==> config.mk <==
export PLATFORM = sky130hd
export DESIGN_NAME = extmux_xbar
export DESIGN_NICKNAME = d
export VERILOG_FILES = /design/src/rtl/extmux_pkg.sv /design/src/rtl/extmux_regs.sv /design/src/rtl/extmux_seq.sv /design/src/rtl/extmux_route.sv /design/src/rtl/extmux_xbar.sv
export SDC_FILE = /design/constraint.sdc
export NUM_CORES = 1
export LEC_CHECK = 0
export BUFFER_PORTS_ARGS = -buffer_cell sky130_fd_sc_hd__buf_2
export CAP_MARGIN = 20
export CORE_UTILIZATION = 38
export DETAILED_ROUTE_END_ITERATION = 8
export GPL_ROUTABILITY_DRIVEN = 0
export PLACE_DENSITY = 0.58
export SETUP_SLACK_MARGIN = 0.05
export SLEW_MARGIN = 15
export SYNTH_ARGS = -nofsm -noshare
export SYNTH_HDL_FRONTEND = slang
export SYNTH_SLANG_ARGS = --single-unit
==> constraint.sdc <==
create_clock -name clk -period 2.2 [get_ports clk]
set_clock_uncertainty 0.1 [all_clocks]
set_input_delay 0.22 -clock clk [delete_from_list [all_inputs] [get_ports clk]]
set_output_delay 0.22 -clock clk [all_outputs]
set_load 0.05 [all_outputs]
==> src/rtl/extmux_pkg.sv <==
package extmux_pkg;
    localparam int N_INST     = 4;
    localparam int N_SLOT     = 16;
    localparam int N_OUT      = 10;
    localparam int CODE_W     = 4;
    localparam int ROUTE_W    = 4;
    localparam int DLY_W      = 4;
    localparam int SEL_W      = 2;
    localparam int REG_W      = 32;
    localparam int CODE_LSB   = REG_W - CODE_W;

    localparam int SLOT_W     = $clog2(N_SLOT);
    localparam int INST_W     = $clog2(N_INST);
    localparam int SRC_CNT    = SEL_W * N_INST;
    localparam int SRC_W      = $clog2(SRC_CNT);
    localparam int OUT_IDX_W  = $clog2(N_OUT);
    localparam int SLOT_REGS  = N_INST * N_SLOT;
    localparam int SLOT_IDX_W = $clog2(SLOT_REGS);
    localparam int ROUTE_BASE = SLOT_REGS;
    localparam int CFG_BASE   = ROUTE_BASE + N_OUT;
    localparam int MAP_END    = CFG_BASE + N_INST;
    localparam int ADDR_W     = $clog2(MAP_END);

    localparam logic [ADDR_W-1:0]  ROUTE_BASE_A = ADDR_W'(ROUTE_BASE);
    localparam logic [ADDR_W-1:0]  CFG_BASE_A   = ADDR_W'(CFG_BASE);
    localparam logic [ADDR_W-1:0]  MAP_END_A    = ADDR_W'(MAP_END);
    localparam logic [ROUTE_W-1:0] SRC_CNT_R    = ROUTE_W'(SRC_CNT);

    typedef logic [SEL_W-1:0]  sel_t;
    typedef logic [CODE_W-1:0] code_t;

    typedef struct packed {
        logic [DLY_W-1:0] dly;
        logic             imm;
        logic             en;
    } inst_cfg_t;

    typedef enum logic [1:0] {
        REG_SLOT,
        REG_ROUTE,
        REG_CFG,
        REG_NONE
    } reg_region_t;

    function automatic reg_region_t region_of(logic [ADDR_W-1:0] a);
        if (a < ROUTE_BASE_A) return REG_SLOT;
        if (a < CFG_BASE_A)   return REG_ROUTE;
        if (a < MAP_END_A)    return REG_CFG;
        return REG_NONE;
    endfunction

    function automatic logic [REG_W-1:0] pack_cfg(inst_cfg_t c);
        logic [REG_W-1:0] w;
        w = '0;
        w[0] = c.en;
        w[1] = c.imm;
        w[4 +: DLY_W] = c.dly;
        return w;
    endfunction

    function automatic inst_cfg_t unpack_cfg(logic [REG_W-1:0] w);
        inst_cfg_t c;
        c.en  = w[0];
        c.imm = w[1];
        c.dly = w[4 +: DLY_W];
        return c;
    endfunction
endpackage

==> src/rtl/extmux_regs.sv <==
module extmux_regs
    import extmux_pkg::*;
(
    input  logic                                  clk,
    input  logic                                  rst,
    input  logic                                  wr_en,
    input  logic [ADDR_W-1:0]                     wr_addr,
    input  logic [REG_W-1:0]                      wr_data,
    input  logic [ADDR_W-1:0]                     rd_addr,
    output logic [REG_W-1:0]                      rd_data,
    output logic [SLOT_REGS-1:0][CODE_W-1:0]      slot_q,
    output logic [N_OUT-1:0][ROUTE_W-1:0]         route_q,
    output inst_cfg_t [N_INST-1:0]                cfg_q
);
    logic [ADDR_W-1:0] w_route_off, w_cfg_off, r_route_off, r_cfg_off;

    assign w_route_off = wr_addr - ROUTE_BASE_A;
    assign w_cfg_off   = wr_addr - CFG_BASE_A;
    assign r_route_off = rd_addr - ROUTE_BASE_A;
    assign r_cfg_off   = rd_addr - CFG_BASE_A;

    always_ff @(posedge clk) begin
        if (rst) begin
            slot_q  <= '0;
            route_q <= '0;
            cfg_q   <= '0;
        end else if (wr_en) begin
            unique case (region_of(wr_addr))
                REG_SLOT:  slot_q[wr_addr[SLOT_IDX_W-1:0]] <= wr_data[CODE_LSB +: CODE_W];
                REG_ROUTE: route_q[w_route_off[OUT_IDX_W-1:0]] <= wr_data[ROUTE_W-1:0];
                REG_CFG:   cfg_q[w_cfg_off[INST_W-1:0]] <= unpack_cfg(wr_data);
                default:   ;
            endcase
        end
    end

    always_comb begin
        rd_data = '0;
        unique case (region_of(rd_addr))
            REG_SLOT:  rd_data[CODE_LSB +: CODE_W] = slot_q[rd_addr[SLOT_IDX_W-1:0]];
            REG_ROUTE: rd_data[ROUTE_W-1:0] = route_q[r_route_off[OUT_IDX_W-1:0]];
            REG_CFG:   rd_data = pack_cfg(cfg_q[r_cfg_off[INST_W-1:0]]);
            default:   rd_data = '0;
        endcase
    end
endmodule

==> src/rtl/extmux_seq.sv <==
module extmux_seq
    import extmux_pkg::*;
(
    input  logic                          clk,
    input  logic                          rst,
    input  inst_cfg_t                     cfg,
    input  logic                          trig,
    input  logic [SLOT_W-1:0]             trig_slot,
    input  logic [N_SLOT-1:0][CODE_W-1:0] slot_codes,
    output sel_t                          sel,
    output sel_t                          sel_q,
    output logic                          busy
);
    sel_t             pend_q;
    sel_t             code_now;
    logic [DLY_W-1:0] cnt_q;

    assign code_now = slot_codes[trig_slot][SEL_W-1:0];

    always_ff @(posedge clk) begin
        if (rst || !cfg.en) begin
            sel_q  <= '0;
            pend_q <= '0;
            cnt_q  <= '0;
            busy   <= 1'b0;
        end else if (trig) begin
            if (cfg.imm) begin
                sel_q <= code_now;
                busy  <= 1'b0;
            end else begin
                pend_q <= code_now;
                cnt_q  <= cfg.dly;
                busy   <= 1'b1;
            end
        end else if (busy) begin
            if (cnt_q <= DLY_W'(1)) begin
                sel_q <= pend_q;
                busy  <= 1'b0;
            end else begin
                cnt_q <= cnt_q - DLY_W'(1);
            end
        end
    end

    assign sel = cfg.en ? sel_q : '0;
endmodule

==> src/rtl/extmux_route.sv <==
module extmux_route
    import extmux_pkg::*;
(
    input  logic [SRC_CNT-1:0]            src,
    input  logic [N_OUT-1:0][ROUTE_W-1:0] route_q,
    output logic [N_OUT-1:0]              pins
);
    for (genvar j = 0; j < N_OUT; j++) begin : g_pin
        always_comb begin
            if (route_q[j] < SRC_CNT_R) pins[j] = src[route_q[j][SRC_W-1:0]];
            else                        pins[j] = 1'b0;
        end
    end
endmodule

==> src/rtl/extmux_xbar.sv <==
module extmux_xbar
    import extmux_pkg::*;
(
    input  logic                     clk,
    input  logic                     rst,
    input  logic                     wr_en,
    input  logic [ADDR_W-1:0]        wr_addr,
    input  logic [REG_W-1:0]         wr_data,
    input  logic [ADDR_W-1:0]        rd_addr,
    output logic [REG_W-1:0]         rd_data,
    input  logic [N_INST-1:0]        trig,
    input  logic [N_INST*SLOT_W-1:0] trig_slot,
    output logic [N_OUT-1:0]         xbar_out
);
    logic [SLOT_REGS-1:0][CODE_W-1:0] slot_q;
    logic [N_OUT-1:0][ROUTE_W-1:0]    route_q;
    inst_cfg_t [N_INST-1:0]           cfg_q;
    logic [SRC_CNT-1:0]               sel_flat;
    logic [N_INST-1:0][SEL_W-1:0]     sel_raw;
    logic [N_INST-1:0]                busy_v, en_v, imm_v;

    extmux_regs u_regs (
        .clk     (clk),
        .rst     (rst),
        .wr_en   (wr_en),
        .wr_addr (wr_addr),
        .wr_data (wr_data),
        .rd_addr (rd_addr),
        .rd_data (rd_data),
        .slot_q  (slot_q),
        .route_q (route_q),
        .cfg_q   (cfg_q)
    );

    for (genvar i = 0; i < N_INST; i++) begin : g_inst
        sel_t sel_g;
        extmux_seq u_seq (
            .clk        (clk),
            .rst        (rst),
            .cfg        (cfg_q[i]),
            .trig       (trig[i]),
            .trig_slot  (trig_slot[i*SLOT_W +: SLOT_W]),
            .slot_codes (slot_q[i*N_SLOT +: N_SLOT]),
            .sel        (sel_g),
            .sel_q      (sel_raw[i]),
            .busy       (busy_v[i])
        );
        assign sel_flat[i*SEL_W +: SEL_W] = sel_g;
        assign en_v[i]  = cfg_q[i].en;
        assign imm_v[i] = cfg_q[i].imm;
    end

    extmux_route u_route (
        .src     (sel_flat),
        .route_q (route_q),
        .pins    (xbar_out)
    );
endmodule

## Yosys cells after proc, flatten, opt, wreduce, memory -nomap -nowiden

Cells that the tools add are included.

| storage, ports and cells | value |
|---|---|
| register bits | 356 |
| bits in latches | 0 |
| bits in writable memories | 0 |
| bits in read-only memories | 0 |
| input bits | 69 |
| output and inout port bits | 42 |
| memories kept | 0 |

| cells by class | value |
|---|---|
| add/subtract/negate cells | 8 |
| $mul | 0 |
| div/mod/pow operators | 0 |
| $lt $le $gt $ge | 43 |
| equal/unequal tests | 16 |
| shift-type cells | 0 |
| multiplexer cells | 140 |
| bitwise operators | 4 |
| reductions and logical operators | 36 |

Operators by type and width:

| kind | count |
|---|---|
| $bwmux 256 | 1 |
| $mux 4 | 22 |
| $bmux 4 s4 | 5 |
| $mux 2 | 38 |
| $mux 1 | 54 |
| $lt 7x7->1 const B | 6 |
| $bwmux 40 | 1 |
| $lt 3x4->1 const B | 10 |
| $lt 4x4->1 const B | 10 |
| $bmux 1 s3 | 10 |
| $lt 4x5->1 const B | 6 |
| $bmux 4 s6 | 1 |
| $bwmux 24 | 1 |
| $demux 4 s6 | 1 |
| $reduce_and 3->1 | 8 |
| $sub 4x1->4 const B | 6 |
| $demux 4 s4 | 1 |
| $le 4x1->1 const B | 4 |
| $ne 2x2->1 const B | 8 |
| $reduce_bool 2->1 | 8 |
| $lt 6x7->1 const B | 2 |
| $reduce_and 2->1 | 7 |
| $bmux 6 s2 | 1 |
| $demux 6 s2 | 1 |
| 15 further kinds | 35 |

## Depth between registers and ports, before layout

| logic depth | value |
|---|---|
| word-level depth | 18 |
| gate-level depth with buffers | 9 |
| mapped depth without buffers | 7 |

## By module

Synthesis repeated with hierarchy kept, for this count alone.

| second synthesis, totals | value |
|---|---|
| cells, all modules | 2,112 |
| area, all modules | 18,846.8 um2 |

Modules (own cells, without submodules):

| module | instances | cells an instance | area each (um2) | seq. area each (um2) |
|---|---|---|---|---|
| extmux_regs | 1 | 1,704 | 14,853.0 | 6,406.1 |
| extmux_seq | 4 | 81 | 809.5 | 180.2 |
| extmux_route | 1 | 84 | 755.7 | 0.0 |

## Least setup slack after synthesis

Ideal clock, no wire load.

| timing path | value |
|---|---|
| path kind | in2out |
| start | in rd_addr[0] |
| end | out rd_data[31] |
| arrival time | 3,727 ps |
| required time | 1,880 ps |
| path slack | -1,847 ps |
| stages on the path | 9 |
| cells stage by stage | buf_6 buf_12 buf_6 buf_6 mux4_1 nor2_1 o2111ai_1 o31ai_1 a2111oi_0 |

| on the way | value |
|---|---|
| word-level cells in the longest chain between the ends | 9 |

Ends and longest elaborated chain:

| element | RTL line | RTL |
|---|---|---|
| start: declaration | extmux_xbar.sv:9 | `input logic [ADDR_W-1:0] rd_addr,` |
| $lt 7x7->1 | extmux_pkg.sv:48 | `if (a < MAP_END_A) return REG_CFG;` |
| $mux 1 (2 in series) | extmux_pkg.sv:48 |  |
| $mux 1 | extmux_pkg.sv:47 | `if (a < CFG_BASE_A) return REG_ROUTE;` |
| $mux 2 | extmux_pkg.sv:49 | `return REG_NONE;` |
| $mux 2 | extmux_pkg.sv:48 |  |
| $mux 2 | extmux_pkg.sv:47 |  |
| $logic_not 2->1 | extmux_regs.sv:39 | `unique case (region_of(rd_addr))` |
| $mux 4 * | extmux_regs.sv:39 |  |
| end: declaration | extmux_xbar.sv:10 | `output logic [REG_W-1:0] rd_data,` |

Mark *: on every way between the ends. The rest lies on a longest branch, timed or not. The select of a mux whose other input is x is not followed.

## Worst setup path in the final report

| timing path | value |
|---|---|
| start | reg u_regs.slot_q[213] in the netlist's numbering |
| end | out rd_data[29] |

| on the way | value |
|---|---|
| word-level cells in the longest chain between the ends | 3 |

Ends and longest elaborated chain:

| element | RTL line | RTL |
|---|---|---|
| start: declaration | extmux_regs.sv:11 | `output logic [SLOT_REGS-1:0][CODE_W-1:0] slot_q,` |
| start signal: indexed assignment | extmux_regs.sv:29 | `REG_SLOT: slot_q[wr_addr[SLOT_IDX_W-1:0]] <= wr_data[CODE_LSB +: CODE_W];` |
| $bmux 4 s6 | extmux_regs.sv:40 | `REG_SLOT: rd_data[CODE_LSB +: CODE_W] = slot_q[rd_addr[SLOT_IDX_W-1:0]];` |
| $mux 4 (not written as such) | extmux_regs.sv:40 |  |
| $mux 4 | extmux_regs.sv:39 |  |

Every way passes these cells. The select of a mux whose other input is x is not followed.

==> metrics <==
status complete, but fails checks; failing checks setup timing; Netlist cell types 58; clk slew on worst S/H paths 60 ps; Syn Inst Count 2110; H-tree Lvls 2; Iteration-0 DRC Markers 1379; Worst R2R Start u_regs.slot_q[169]; total track usage 0.2338; Vias/cell 5.807; Tcrit/Tclk final 1.272; sequential area share after synthesis 0.3888; dominant cells by area after synthesis dfxtp_1 39%, mux4_2 14%, a21oi_1 9.2%, nand2_1 7.6%, o21ai_0 5.8%; clock network fraction of total power 0.481; Max Slew Vio Count 0; CTS root buf clkbuf_16; Crit. path cell count 5; die height 221.6 µm; DRT antenna net count 0; CP Launch Type register; pin count of the biggest net entering global routing 81; # setup viols final 18; core footprint 47650 µm²; crit path launch u_regs.slot_q[213]; die width 221.6 µm; cell-internal power 11.14 mW; crit path time final 2799 ps; Skew-Pair Late Insertion Delay 570 ps; fill count 4573; IO buf count 70; DRC 0; R2R depth 5; nets@finish 2254; CTS tree done; DRT Pass-1 Iters 5; Synth Flop Type dfxtp_1; pwr dens 676.1 nW/µm²; synthesized flop and latch total 356; worst hold path class in -> reg; CP delay by family, top multiplexers; Design Area, Final 21880 µm²; routed len/inst 20.62 µm; largest area contributor in the netlist dfxtp_1; RR Endpoint g_inst[2].u_seq.sel_q[1]; Critical Path RT 1880 ps; Slew headroom 0.5684; Post-synth EDFFs 0; Slowest-stage cell, CP mux4_4; Synth Warn # 0; global-route wire length before repair 91.13 mm; area delta synth->final 19.37%; Yosys top cell area share 0.3888; placed standard-cell area 19900 µm²; Post-synth ARST share 0; Syn Std Cell Area 18330 µm²; layout cells sized above 1 0.2286; final WL 58.20 mm; crit end category primary output; FF+latch area 7183 µm²; slew of the pin with the lowest slew margin 645.0 ps; Reg2Reg Setup Slack 180 ps; Gate power share 0.082; final setup TNS -4134 ps; Flop pwr share 0.437; Leakage Power 7.418 nW; vias after detailed routing 16390; pre-CTS setup slack -480.6 ps; CP Class reg -> out; Final Hold Vio Count 0; slowest stage delay, CP 580 ps; RSZ-0062 raised after global routing true; max cap viols 0; peak fanout along the critical path 3; buffers plus inverters on the worst setup path 1; Switching Power 3.651 mW; vias in the first global route 15900; initial core utilization 0.3847; final worst setup slack -598.8 ps; Sw Share 0.2468; area of the multi-input gates 10470 µm²; GR Overflow Total 0; critical path cell sequence mux4_4 -> mux4_2 -> o22ai_4 -> nor3_4 -> buf_6; average size of a mapped cell 8.687 µm²; die area 49120 µm²; initial antenna violation count 3; I/O pin cnt 111; CTS buffer count 40; Clock Path Buffers 3; site row count 80; FMAX 357.3 MHz; clock sinks 356; crit path capture rd_data[29]; Detail Placement HPWL 38.50 mm; Worst VDD drop 535.3 µV; critical path data arrival time 2480 ps
-- cell type report --
cell class                      instances  area share
Tap cell                              615     0.03517
Antenna cell                            2   0.0002287
Timing Repair Buffer                  225     0.09269
Multi-Input combinational cell       1543      0.4785
Inverter                               11    0.001887
Clock buffer                           56     0.05495
Clock inverter                         14    0.008291
Sequential cell                       356      0.3283
-- cell families after synthesis --
kind of cell / after synthesis / share of synthesized area
other: 1 / 0.0002046
muxes: 200 / 0.2092
adders and majority gates: 8 / 0.005461
DFF: 356 / 0.3888
and+or+nand+nor: 715 / 0.1659
buffers and inverters: 230 / 0.05829
xor gates and xnor gates: 1 / 0.0004779
AOI/OAI and AO/OA: 599 / 0.1716
-- cell usage after synthesis (8+ instances only) --
| cell | count |
|---|---|
| nand3_1 | 124 |
| dfxtp_1 | 356 |
| nor2_1 | 144 |
| buf_4 | 30 |
| a21oi_1 | 337 |
| mux4_1 | 24 |
| nor3_1 | 9 |
| buf_1 | 12 |
| o21ai_0 | 213 |
| clkbuf_1 | 161 |
| a211oi_1 | 8 |
| buf_2 | 8 |
| mux4_2 | 111 |
| mux2i_1 | 55 |
| or2_2 | 10 |
| nor2b_1 | 14 |
| nand2_1 | 372 |
| ha_1 | 8 |
| nand2b_1 | 12 |
| inv_1 | 11 |
-- worst min-delay path by stage --
stage                            start                   endpoint  slack, ps  cells past startpoint
floorplan                   wr_data[6]           u_regs.cfg_q[10]        260                      2
global placement    u_regs.slot_q[231]         u_regs.slot_q[231]        340                      2
detailed placement   u_regs.slot_q[66]          u_regs.slot_q[66]        350                      2
CTS                        wr_data[30]         u_regs.slot_q[126]         60                      4
global route             trig_slot[15]  g_inst[3].u_seq.pend_q[0]         90                      4
finish                   trig_slot[15]  g_inst[3].u_seq.pend_q[1]         80                      4
-- flip-flops by register name, summed over array words and instances (netlist names) --
| name | flops |
|---|---|
| u_regs.slot_q | 256 |
| u_regs.route_q | 40 |
| u_regs.cfg_q | 24 |
| g_inst.u_seq.cnt_q | 16 |
| g_inst.u_seq.pend_q | 8 |
| g_inst.u_seq.sel_q | 8 |
| g_inst.u_seq.busy | 4 |
-- power by group through the flow --
stage / Clock [mW] / Sequential, mW / Combinational, mW
final: 7.12 / 6.47 / 1.21
after global routing: 7.49 / 6.46 / 1.28
after CTS: 7.26 / 6.47 / 1.18
after detailed placement: 0 / 6.61 / 1.14
after global placement: 0 / 6.61 / 1.12
after floorplan: 0 / 6.61 / 0.780
-- layout by cell type (no fill, tap or decap), types with 5 or more instances in the layout --
cell and count:
o22ai_1 5, nand2_1 368, clkbuf_8 12, mux4_1 16
mux4_2 119, nor2_2 8, or2_2 9, mux2i_1 51
nand3_1 124, buf_4 112, dfxtp_1 313, nor2b_1 14
nor2_1 133, a211oi_1 8, dlygate4sd3_1 17, nor3_1 6
inv_1 11, clkbuf_16 42, o21ai_0 209, a21oi_1 333
nand2b_1 12, buf_6 19, dfxtp_2 42, buf_2 48
buf_12 25, conb_1 20, clkinv_2 7, ha_1 8
mux2_2 7
-- repair_timing --
action                                  CTS  global route
hold buffers                             17             0
setup buffers                             7             1
endpoints found under the hold margin    68             0
pin swaps                                14            14
endpoints found under the setup margin   22            26
cloned                                    0             2
resized for setup                       103            37
-- through the flow --
stage               total power [mW]    util  hold WS, ps  instances
global route                   15.23  0.4591        90.53       2820
global placement               7.735  0.4176        340.0       2723
finish                         14.79  0.4592        76.25       2822
CTS                            14.91  0.4563        61.31       2817
detailed placement             7.750  0.4176        347.4       2723
floorplan                      7.388       -        256.0       2129
-- worst min-delay path: cells and delay by family --
kind / cells / cell delay (ps)
buffers and inverters: 1 / 120
muxes: 2 / 280
and+or+nand+nor: 1 / 90
-- routing by layer --
metal / up-vias / track usage / part of all wire
li1: 7647 / - / -
met1: 7995 / 0.3137 / 0.43
met2: 655 / 0.3843 / 0.47
met3: 89 / 0.04055 / 0.072
met4: 2 / 0.07056 / 0.021
met5: - / 0 / 0.00026
Note: power is estimated with default switching activity, not from simulation.
